--- config.mk ---
export PLATFORM = sky130hd
export DESIGN_NAME = prio_intc
export DESIGN_NICKNAME = d
export VERILOG_FILES = /design/src/rtl/pic_pkg.sv /design/src/rtl/pic_regs.sv /design/src/rtl/pic_prio_map.sv /design/src/rtl/pic_pick.sv /design/src/rtl/prio_intc.sv
export SDC_FILE = /design/constraint.sdc
export NUM_CORES = 1
export LEC_CHECK = 0
export BUFFER_PORTS_ARGS = -buffer_cell sky130_fd_sc_hd__buf_4
export CAP_MARGIN = 40
export CORE_ASPECT_RATIO = 1.2
export CORE_MARGIN = 2
export CORE_UTILIZATION = 40
export DETAILED_ROUTE_END_ITERATION = 10
export PLACE_DENSITY = 0.7
export SLEW_MARGIN = 30
export SYNTH_ARGS = -nofsm -noshare
export SYNTH_HDL_FRONTEND = slang
export SYNTH_SLANG_ARGS = --single-unit
--- constraint.sdc ---
create_clock -name clk -period 19.9 [get_ports clk]
set_input_delay 0.995 -clock clk [delete_from_list [all_inputs] [get_ports clk]]
set_output_delay 0.995 -clock clk [all_outputs]
set_load 0.02 [all_outputs]
--- src/rtl/pic_pkg.sv ---
package pic_pkg;
    localparam int AW        = 4;
    localparam int DW        = 32;
    localparam int NREG      = 10;
    localparam int RA_TMR    = 0;
    localparam int RA_XPRI2  = 8;
    localparam int TMR_SLOT0 = 32;
    localparam int TMR_COUNT = 3;
    localparam int IRQ_SLOT0 = 16;
    localparam int IRQ_COUNT = 15;
    localparam int SER_SLOT0 = 56;
    localparam int SER_COUNT = 4;

    typedef enum logic {ST_IDLE, ST_SCAN} scan_state_e;

    function automatic logic [DW-1:0] reg_reset(input int i);
        case (i)
            3:             return 32'h0000_da74;
            4:             return 32'hf3ff_7fff;
            5:             return 32'h00ff_ffff;
            6, 7, 8, 9:    return 32'h3333_3333;
            default:       return '0;
        endcase
    endfunction
endpackage

--- src/rtl/pic_regs.sv ---
module pic_regs
    import pic_pkg::*;
(
    input  logic          clk,
    input  logic          rst_n,
    input  logic          we,
    input  logic [AW-1:0] addr,
    input  logic [DW-1:0] wdata,
    output logic [DW-1:0] rdata,
    output logic [11:0]   tmr_nib,
    output logic [3:0]    ser_nib
);
    logic [DW-1:0] q [NREG];

    for (genvar i = 0; i < NREG; i++) begin : g_reg
        always_ff @(posedge clk or negedge rst_n) begin
            if (!rst_n)
                q[i] <= reg_reset(i);
            else if (we && addr == AW'(i))
                q[i] <= wdata;
        end
    end

    always_comb begin
        rdata = '0;
        for (int i = 0; i < NREG; i++)
            if (addr == AW'(i)) rdata = q[i];
    end

    assign tmr_nib = q[RA_TMR][15:4];
    assign ser_nib = q[RA_XPRI2][19:16];

    AST_SER_WRITE: assert property (@(posedge clk) disable iff (!rst_n)
        (we && addr == AW'(RA_XPRI2)) |=> ser_nib == $past(wdata[19:16]));
endmodule

--- src/rtl/pic_prio_map.sv ---
module pic_prio_map
    import pic_pkg::*;
#(
    parameter int NSLOT = 128
) (
    input  logic [11:0]        tmr_nib,
    input  logic [3:0]         ser_nib,
    output logic [NSLOT*4-1:0] prio_flat
);
    for (genvar s = 0; s < NSLOT; s++) begin : g_slot
        if (s >= TMR_SLOT0 && s < TMR_SLOT0 + TMR_COUNT) begin : g_tmr
            assign prio_flat[s*4 +: 4] = tmr_nib[11 - 4*(s - TMR_SLOT0) -: 4];
        end else if (s >= IRQ_SLOT0 && s < IRQ_SLOT0 + IRQ_COUNT) begin : g_irq
            assign prio_flat[s*4 +: 4] = 4'(15 - (s - IRQ_SLOT0));
        end else if (s >= SER_SLOT0 && s < SER_SLOT0 + SER_COUNT) begin : g_ser
            assign prio_flat[s*4 +: 4] = ser_nib;
        end else begin : g_off
            assign prio_flat[s*4 +: 4] = 4'h0;
        end
    end
endmodule

--- src/rtl/pic_pick.sv ---
module pic_pick #(
    parameter int N  = 16,
    parameter int IW = (N > 1) ? $clog2(N) : 1
) (
    input  logic [N-1:0]   flag,
    input  logic [N*4-1:0] prio,
    output logic           found,
    output logic [IW-1:0]  idx,
    output logic [3:0]     lvl
);
    always_comb begin
        found = 1'b0;
        idx   = '0;
        lvl   = 4'h0;
        for (int i = 0; i < N; i++) begin
            if (flag[i] && prio[i*4 +: 4] > lvl) begin
                found = 1'b1;
                idx   = IW'(i);
                lvl   = prio[i*4 +: 4];
            end
        end
    end
endmodule

--- src/rtl/prio_intc.sv ---
module prio_intc
    import pic_pkg::*;
#(
    parameter int NSLOT = 128,
    parameter int LANES = 16
) (
    input  logic             clk,
    input  logic             rst_n,
    input  logic [NSLOT-1:0] req,
    input  logic             reg_we,
    input  logic [3:0]       reg_addr,
    input  logic [31:0]      reg_wdata,
    output logic [31:0]      reg_rdata,
    output logic [11:0]      win_code,
    output logic [3:0]       win_level,
    output logic             win_valid,
    output logic             busy
);
    localparam int NGRP = NSLOT / LANES;
    localparam int SW   = $clog2(NSLOT);
    localparam int GW   = (NGRP > 1) ? $clog2(NGRP) : 1;
    localparam int LW   = (LANES > 1) ? $clog2(LANES) : 1;
    localparam int CW   = 12;

    scan_state_e state_q, state_d;

    logic [NSLOT-1:0]   flag_q, rise, fall;
    logic               ev_rise, ev_fall;
    logic [11:0]        tmr_nib;
    logic [3:0]         ser_nib;
    logic [NSLOT*4-1:0] prio_flat;
    logic               rp_found;
    logic [SW-1:0]      rp_idx;
    logic [3:0]         rp_lvl;
    logic [LANES-1:0]   g_flag;
    logic [LANES*4-1:0] g_prio;
    logic               gp_found;
    logic [LW-1:0]      gp_idx;
    logic [3:0]         gp_lvl;
    logic [GW-1:0]      ptr_q;
    logic [SW-1:0]      cand_idx, m_idx, idx_q;
    logic [3:0]         cand_lvl, m_lvl, lvl_q;
    logic               has_q, last_grp;
    logic [GW:0]        scan_len;

    pic_regs u_regs (
        .clk(clk), .rst_n(rst_n), .we(reg_we), .addr(reg_addr),
        .wdata(reg_wdata), .rdata(reg_rdata),
        .tmr_nib(tmr_nib), .ser_nib(ser_nib)
    );

    pic_prio_map #(.NSLOT(NSLOT)) u_map (
        .tmr_nib(tmr_nib), .ser_nib(ser_nib), .prio_flat(prio_flat)
    );

    assign rise    = req & ~flag_q;
    assign fall    = ~req & flag_q;
    assign ev_rise = |rise;
    assign ev_fall = |fall;

    pic_pick #(.N(NSLOT), .IW(SW)) u_rise (
        .flag(rise), .prio(prio_flat), .found(rp_found), .idx(rp_idx), .lvl(rp_lvl)
    );

    always_comb begin
        g_flag = flag_q[int'(ptr_q)*LANES +: LANES];
        g_prio = prio_flat[int'(ptr_q)*LANES*4 +: LANES*4];
    end

    pic_pick #(.N(LANES), .IW(LW)) u_grp (
        .flag(g_flag), .prio(g_prio), .found(gp_found), .idx(gp_idx), .lvl(gp_lvl)
    );

    assign last_grp = (ptr_q == GW'(NGRP - 1));

    always_comb begin
        m_idx = cand_idx;
        m_lvl = cand_lvl;
        if (gp_found && gp_lvl > cand_lvl) begin
            m_idx = SW'(int'(ptr_q) * LANES) + SW'(gp_idx);
            m_lvl = gp_lvl;
        end
    end

    // next state
    always_comb begin
        state_d = state_q;
        unique case (state_q)
            ST_IDLE: if (ev_fall) state_d = ST_SCAN;                  // T_START
            ST_SCAN: if (!(ev_rise || ev_fall) && last_grp)
                         state_d = ST_IDLE;                            // T_DONE
        endcase
    end

    // state register
    always_ff @(posedge clk or negedge rst_n) begin
        if (!rst_n) state_q <= ST_IDLE;
        else        state_q <= state_d;
    end

    // datapath
    always_ff @(posedge clk or negedge rst_n) begin
        if (!rst_n) begin
            flag_q   <= '0;
            ptr_q    <= '0;
            cand_idx <= '0;
            cand_lvl <= '0;
            idx_q    <= '0;
            lvl_q    <= '0;
            has_q    <= 1'b0;
        end else begin
            flag_q <= req;
            unique case (state_q)
                ST_IDLE: begin
                    if (ev_fall) begin                                 // T_START
                        ptr_q    <= '0;
                        cand_idx <= '0;
                        cand_lvl <= '0;
                        has_q    <= 1'b0;
                    end else if (rp_found && (!has_q || rp_lvl > lvl_q)) begin // T_TAKE
                        has_q <= 1'b1;
                        idx_q <= rp_idx;
                        lvl_q <= rp_lvl;
                    end
                end
                ST_SCAN: begin
                    if (ev_rise || ev_fall) begin                      // T_RESTART
                        ptr_q    <= '0;
                        cand_idx <= '0;
                        cand_lvl <= '0;
                    end else if (last_grp) begin                       // T_DONE
                        has_q <= (m_lvl != 4'h0);
                        idx_q <= m_idx;
                        lvl_q <= m_lvl;
                    end else begin                                     // T_STEP
                        ptr_q    <= ptr_q + 1'b1;
                        cand_idx <= m_idx;
                        cand_lvl <= m_lvl;
                    end
                end
            endcase
        end
    end

    // outputs
    always_comb begin
        busy      = (state_q == ST_SCAN);
        win_valid = has_q && !busy;
        win_code  = win_valid ? CW'({idx_q, 5'b0}) : '0;
        win_level = win_valid ? lvl_q : 4'h0;
    end

    // scan length monitor
    always_ff @(posedge clk or negedge rst_n) begin
        if (!rst_n)                                   scan_len <= '0;
        else if (!busy || ev_rise || ev_fall)         scan_len <= '0;
        else                                          scan_len <= scan_len + 1'b1;
    end

    AST_SCAN_BOUNDED: assert property (@(posedge clk) disable iff (!rst_n)
        busy |-> scan_len < (GW+1)'(NGRP));
    AST_VALID_NOT_BUSY: assert property (@(posedge clk) disable iff (!rst_n)
        win_valid |-> !busy);
    AST_WIN_FLAGGED: assert property (@(posedge clk) disable iff (!rst_n)
        win_valid |-> flag_q[idx_q]);
    AST_LEVEL_NONZERO: assert property (@(posedge clk) disable iff (!rst_n)
        win_valid |-> win_level != 4'h0);
    AST_QUIET_EMPTY: assert property (@(posedge clk) disable iff (!rst_n)
        (flag_q == '0 && !busy) |-> !win_valid);
endmodule

=== After elaboration in Yosys (flattened, before gate mapping) ===
Cells that the tools add are included.

* Register bits: 475
* Bits of input ports: 167
* Logic and storage cells: 753

* Add/sub/neg operators: 2
* Order comparisons: 129
* Eq/ne operators: 17
* Shift-type cells: 2
* Mux-type cells: 427
* Bitwise logic cells: 5
* Reductions and logical operators: 153

{| class="wikitable"
|+ Operator list
! cell !! count
|-
| $mux W4 || 145
|-
| $shiftx A512 B10 Y64 || 1
|-
| $mux W7 || 72
|-
| $gt A1 B4 Y1 const A || 91
|-
| $mux W32 || 10
|-
| $and A128 B128 Y128 || 2
|-
| $not A128 Y128 || 2
|-
| $reduce_or A128 Y1 || 2
|-
| $mux W6 || 32
|-
| $logic_and A1 B1 Y1 || 141
|-
| $mux W1 || 135
|-
| $shiftx A128 B8 Y16 || 1
|-
| $gt A4 B4 Y1 || 24
|-
| $mux W5 || 16
|-
| $gt A4 B4 Y1 const A || 7
|-
| $pmux W7 S2 || 2
|-
| $mux W3 || 7
|-
| $eq A4 B3 Y1 const B || 4
|-
| $gt A3 B4 Y1 const A || 4
|-
| $pmux W4 S2 || 2
|-
| $mux W12 || 1
|-
| $eq A4 B2 Y1 const B || 2
|-
| $eq A4 B4 Y1 const B || 2
|-
| $gt A2 B4 Y1 const A || 2
|-
| other kinds (20) || 28
|}

=== Depth between registers and ports, before layout ===
* Depth in word-level cells: 342
* Depth in mapped cells: 111
* Depth with buffers taken out: 106

=== Cells and area by module ===
Synthesis repeated with hierarchy kept, for this count alone.

* Cells, all modules: 7651
* Area, all modules: 67089.3 µm²

{| class="wikitable"
|+ By module, submodules not included
! module !! instances !! cells each !! area each (µm²) !! sequential area each (µm²)
|-
| pic_pick at u_rise || 1 || 4608 || 32932.8 || 0.0
|-
| pic_regs || 1 || 1135 || 15324.7 || 8165.3
|-
| prio_intc || 1 || 957 || 11771.3 || 3878.7
|-
| pic_prio_map || 1 || 514 || 3851.2 || 0.0
|-
| pic_pick at u_grp || 1 || 437 || 3209.3 || 0.0
|}

=== Least setup slack after synthesis ===
OpenSTA, ideal clock, no wires.

* Path type: reg2reg
* From: register ptr_q[0]
* To: register lvl_q[3]
* Library setup time: 118 ps
* Arrival: 19489 ps
* Data required time: 19782 ps
* Path slack: 292 ps
* Cell stages (with the launch flop): 103
* Buffers on the path: 5
* Cell sequence: dfrtp_1 -> buf_6 -> nor2b_1 -> clkbuf_1 -> nand2_1 -> a21o_1 -> ha_1 -> and4_1 -> a31oi_1 -> o211a_2 -> and2_1 -> mux2i_1 -> ha_1 -> nand4_1 -> o21ai_0 -> a211oi_4 -> o31a_1 -> inv_1 -> (+67 left out) -> nor3_1 -> a311o_1 -> ha_1 -> nor3_1 -> o21ai_1 -> a211oi_1 -> o22a_1 -> inv_1 -> ha_1 -> nor2b_1 -> o21ai_0 -> nand2b_1 -> a21oi_1 -> a41oi_1 -> mux2_2 -> a21oi_1 -> a211oi_1 -> a21o_1

* Cells in the longest elaborated chain, start to end: 55

{| class="wikitable"
|+ Ends and longest elaborated chain
! what !! line !! text
|-
| from (decl) || prio_intc.sv:40 || <nowiki>logic [GW-1:0] ptr_q;</nowiki>
|-
| from (signal assigned) || prio_intc.sv:136 || <nowiki>ptr_q <= ptr_q + 1'b1;</nowiki>
|-
| $shiftx A512 B10 Y64 || prio_intc.sv:67 || <nowiki>g_prio = prio_flat[int'(ptr_q)*LANES*4 +: LANES*4];</nowiki>
|-
| $gt A4 B1 Y1 || pic_pick.sv:16 || <nowiki>if (flag[i] && prio[i*4 +: 4] > lvl) begin</nowiki>
|-
| $logic_and A1 B1 Y1 || pic_pick.sv:16 ||
|-
| $mux W4 || pic_pick.sv:16 ||
|-
| $gt A4 B4 Y1 || pic_pick.sv:16 ||
|-
| $logic_and A1 B1 Y1 || pic_pick.sv:16 ||
|-
| $mux W4 || pic_pick.sv:16 ||
|-
| $gt A4 B4 Y1 || pic_pick.sv:16 ||
|-
| (+39 left out) || -- ||
|-
| $logic_and A1 B1 Y1 || pic_pick.sv:16 ||
|-
| $mux W4 || pic_pick.sv:16 ||
|-
| $gt A4 B4 Y1 || prio_intc.sv:79 || <nowiki>if (gp_found && gp_lvl > cand_lvl) begin</nowiki>
|-
| $logic_and A1 B1 Y1 || prio_intc.sv:79 ||
|-
| $mux W4 || prio_intc.sv:79 ||
|-
| $mux W4 || prio_intc.sv:131 || <nowiki>end else if (last_grp) begin</nowiki>
|-
| $mux W4 || prio_intc.sv:127 || <nowiki>if (ev_rise || ev_fall) begin</nowiki>
|-
| $pmux W4 S2 || prio_intc.sv:113 || <nowiki>unique case (state_q)</nowiki>
|-
| to (signal assigned) || prio_intc.sv:123 || <nowiki>lvl_q <= rp_lvl;</nowiki>
|-
| to (signal assigned) || prio_intc.sv:134 || <nowiki>lvl_q <= m_lvl;</nowiki>
|-
| to (decl) || prio_intc.sv:42 || <nowiki>logic [3:0] cand_lvl, m_lvl, lvl_q;</nowiki>
|}

Several ways; a longest one is shown, not always the timed one. The select of a mux whose other input is x is not followed.
A chain may end at the register's enable or synchronous reset.

=== Final worst setup path ===
* From: register ptr_q[0]
* To: register lvl_q[1]

The elaborated chain is that of the path after synthesis.

==> results.md <==
* Wirelength, routed at 84,500 um
* Status: finished, final reports clean
* Via count at 20,000
* Die ar. at 0.0643 mm^2
* Cell variety after synth at 89
* Critical path class: reg -> reg
* DR WL/cell at around 26 um
* Vias per cell at ~6.1
* CTS buffer count at 50
* Hold_ws at 0.354 ns
* Seq. cell area at 0.0120 mm^2
* Slew Limit Fails at 0
* Layout cells sized above 1 at 0.373
* Grt ovf at 0
* Post-CTS Hold Buffers at 0
* Area of the multi-input gates at 0.0120 mm^2
* Syn_area_per_cell at 11.2 um^2
* Largest net degree at the start of global routing at 167
* CP dominant cell by count: ha_1
* CP max stage delay at 0.53 ns
* H-tree levels at 2
* Most frequent cells in the layout: dfrtp_1 (347), mux2_2 (327), buf_4 (284)
* Worst endpoint required time at 20.37 ns
* Worst Setup End Kind: flip-flop
* Vias in the first global route at 20,200
* Setup Skew at 0.0361 ns
* Standard-cell rows at 100
* DR pass1 iterations at 7
* Critical-path top delay cell: mux4_2
* Mapped cell area at 0.0249 mm^2
* Initial antenna violation count at 1
* CP Launch Type: flip-flop
* Initial Util at 0.403
* Critical path arrival at around 20 ns
* Post-synth ARST share at 1.00
* Clock Pin Slew Worst Setup and Hold Paths at 0.06 ns
* HPWL Detailed at 60,200 um
* Global-route wire length before repair at 128,000 um
* Clock sink count at 475
* Fmax at 52.8 MHz
* Post-synthesis register bit count at 475
* Chip Width at around 230 um
* Layout fillers at 5,630
* Synth warn at 0
* Clk root buf: clkbuf_16
* RePlAce Congestion at 1.00
* Slew HR at 0.440
* Leakage at 0.0132 uW
* Nets@finish at roughly 2,700
* Gate Count Post-Synth at about 2,200
* Core area at approximately 0.062 mm^2
* Worst Hold Class: in -> async
* Initial drt markers at 2,053
* Global Route Usage Sum at 0.260
* Final setup viols at 0
* Final Hold Fails at 0
* Worst-Skew Late Latency at 0.63 ns
* Commonest non-fill, non-tap cell in the layout: dfrtp_1
* Post-route clock period utilization at 0.953
* Max Cap Viol at 0
* Drt drc at 0
* Die span in y at 277 um
* Port Buffers at 211
* Worst-Margin Slew at 0.833 ns
* Fin cells at 3,301
* Post-synth EDFFs at 0
* Period minus WS final at 18.96 ns
* Sequential area share after synthesis at 0.483
* CTS Buffer Depth at 3
* Final ANT Viol Nets at 0
* Critical path fanouts, max at 13
* Most used DFF post-synth: dfrtp_1
* Placed instance count at 3,179
* Area delta synth->final at 19.3%
* Worst VDD drop at 0.0758 mV
* Num ports at 217
* Pwr Density at 90.1 mW/mm^2
* CTS tree: built
==> cells in the mapped netlist, types with 6 or more instances <==
| master | count | area, um^2 |
|---|---|---|
| a211oi_1 | 15 | 113 |
| a21o_1 | 15 | 113 |
| a21oi_1 | 67 | 335 |
| a221oi_1 | 48 | 420 |
| a222oi_1 | 19 | 190 |
| a22o_1 | 16 | 140 |
| a22oi_1 | 91 | 683 |
| a31oi_1 | 8 | 50.1 |
| and2_1 | 23 | 144 |
| and3_1 | 9 | 56.3 |
| buf_1 | 66 | 248 |
| clkbuf_1 | 53 | 199 |
| dfrtp_1 | 349 | 8730 |
| dfstp_2 | 126 | 3310 |
| ha_1 | 73 | 913 |
| inv_1 | 175 | 657 |
| mux2_2 | 327 | 3680 |
| mux2i_1 | 24 | 240 |
| mux4_2 | 25 | 563 |
| nand2_1 | 147 | 552 |
| nand2b_1 | 23 | 144 |
| nand3_1 | 55 | 275 |
| nand4_1 | 44 | 275 |
| nor2_1 | 58 | 218 |
| nor2b_1 | 31 | 194 |
| nor3_1 | 16 | 80.1 |
| nor4_1 | 13 | 81.3 |
| o211a_1 | 6 | 60.1 |
| o211ai_1 | 15 | 113 |
| o21a_1 | 17 | 128 |
| o21ai_0 | 73 | 365 |
| o21ai_1 | 9 | 45.0 |
| o22ai_1 | 54 | 338 |
| o2bb2ai_1 | 20 | 175 |
| o31a_1 | 6 | 52.6 |
| o31ai_1 | 9 | 67.6 |
==> layout make-up <==
| type | count | area share |
|---|---|---|
| inverters | 180 | 0.0227 |
| clock inverters | 16 | 0.00712 |
| clock buffers | 77 | 0.0489 |
| flip-flops and latches | 475 | 0.405 |
| diodes | 1 | 0.0000842 |
| repair buffers | 295 | 0.0788 |
| well taps | 816 | 0.0344 |
| multi-input cells | 1441 | 0.403 |
==> state kept, by name, summed over array words and instances (netlist names) <==
signal,flops
busy,1
cand_idx,7
cand_lvl,4
flag_q,128
has_q,1
idx_q,7
lvl_q,4
ptr_q,3
u_regs.q,304
u_regs.ser_nib,4
u_regs.tmr_nib,12
==> metal layers <==
layer / track usage / part of all wire / wire length [um]
met2: 0.439 / 0.49 / 41700
met5: 0 / 0 / 0
met1: 0.332 / 0.40 / 33700
met4: 0.107 / 0.047 / 3950
met3: 0.0381 / 0.061 / 5160
==> worst max-delay path: cells and delay by family, from the launching register on <==
family / cells / cell delay, ns
buf+inv: 4 / 0.35
simple gates: 29 / 4.36
flops: 1 / 0.40
compound gates: 45 / 8.77
mux: 4 / 1.30
fa+ha+maj: 13 / 3.65
==> power by group <==
part | internal, uW | switching (uW) | total, uW
registers | 1170 | 103 | 1280
logic | 222 | 225 | 447
clock network | 546 | 408 | 953
==> per-stage QoR <==
stage	util	cell area, um^2	total power (uW)	TNS, ns	setup slack (ns)
floorplan	-	24900	1540	0	0.292
global placement	0.444	27500	1700	-0.0304	-0.0304
detailed placement	0.446	27600	1730	-12.00	-0.782
CTS	0.473	29300	2690	0	0.0365
global route	0.481	29700	2790	-3.60	-0.294
finish	0.481	29700	2680	0	0.943
==> path summary, 6_finish.rpt <==
kind,startpoint,end,slack [ns],cells after the start
max,ptr_q[0]$_DFFE_PN0P_,lvl_q[1]$_DFFE_PN0P_,0.94,95
min,rst_n,flag_q[50]$_DFF_PN0_,0.35,1
max reg2reg,ptr_q[0]$_DFFE_PN0P_,lvl_q[1]$_DFFE_PN0P_,0.94,95
min reg2reg,cand_idx[4]$_DFFE_PN0P_,cand_idx[4]$_DFFE_PN0P_,0.49,1
max in group asynchronous,rst_n,u_regs.q[85]$_DFFE_PN1P_,16.61,7
min in group clk,cand_idx[4]$_DFFE_PN0P_,cand_idx[4]$_DFFE_PN0P_,0.49,1
==> cell families after synthesis <==
family,Yosys count,synth area share
compound gates,546,0.161
flops,475,0.483
simple gates,439,0.0889
mux,377,0.180
buf+inv,312,0.0492
fa+ha+maj,73,0.0367
other cells,1,0.000151
==> what timing repair did <==
action                                  CTS  global route
hold endpoints to repair                  0             0
gates cloned                              0             2
gates resized for setup                  10            47
buffers inserted                          1            23
pin swaps                                 2            18
endpoints found under the setup margin   23            23
Note: power is estimated with default switching activity, not from simulation.
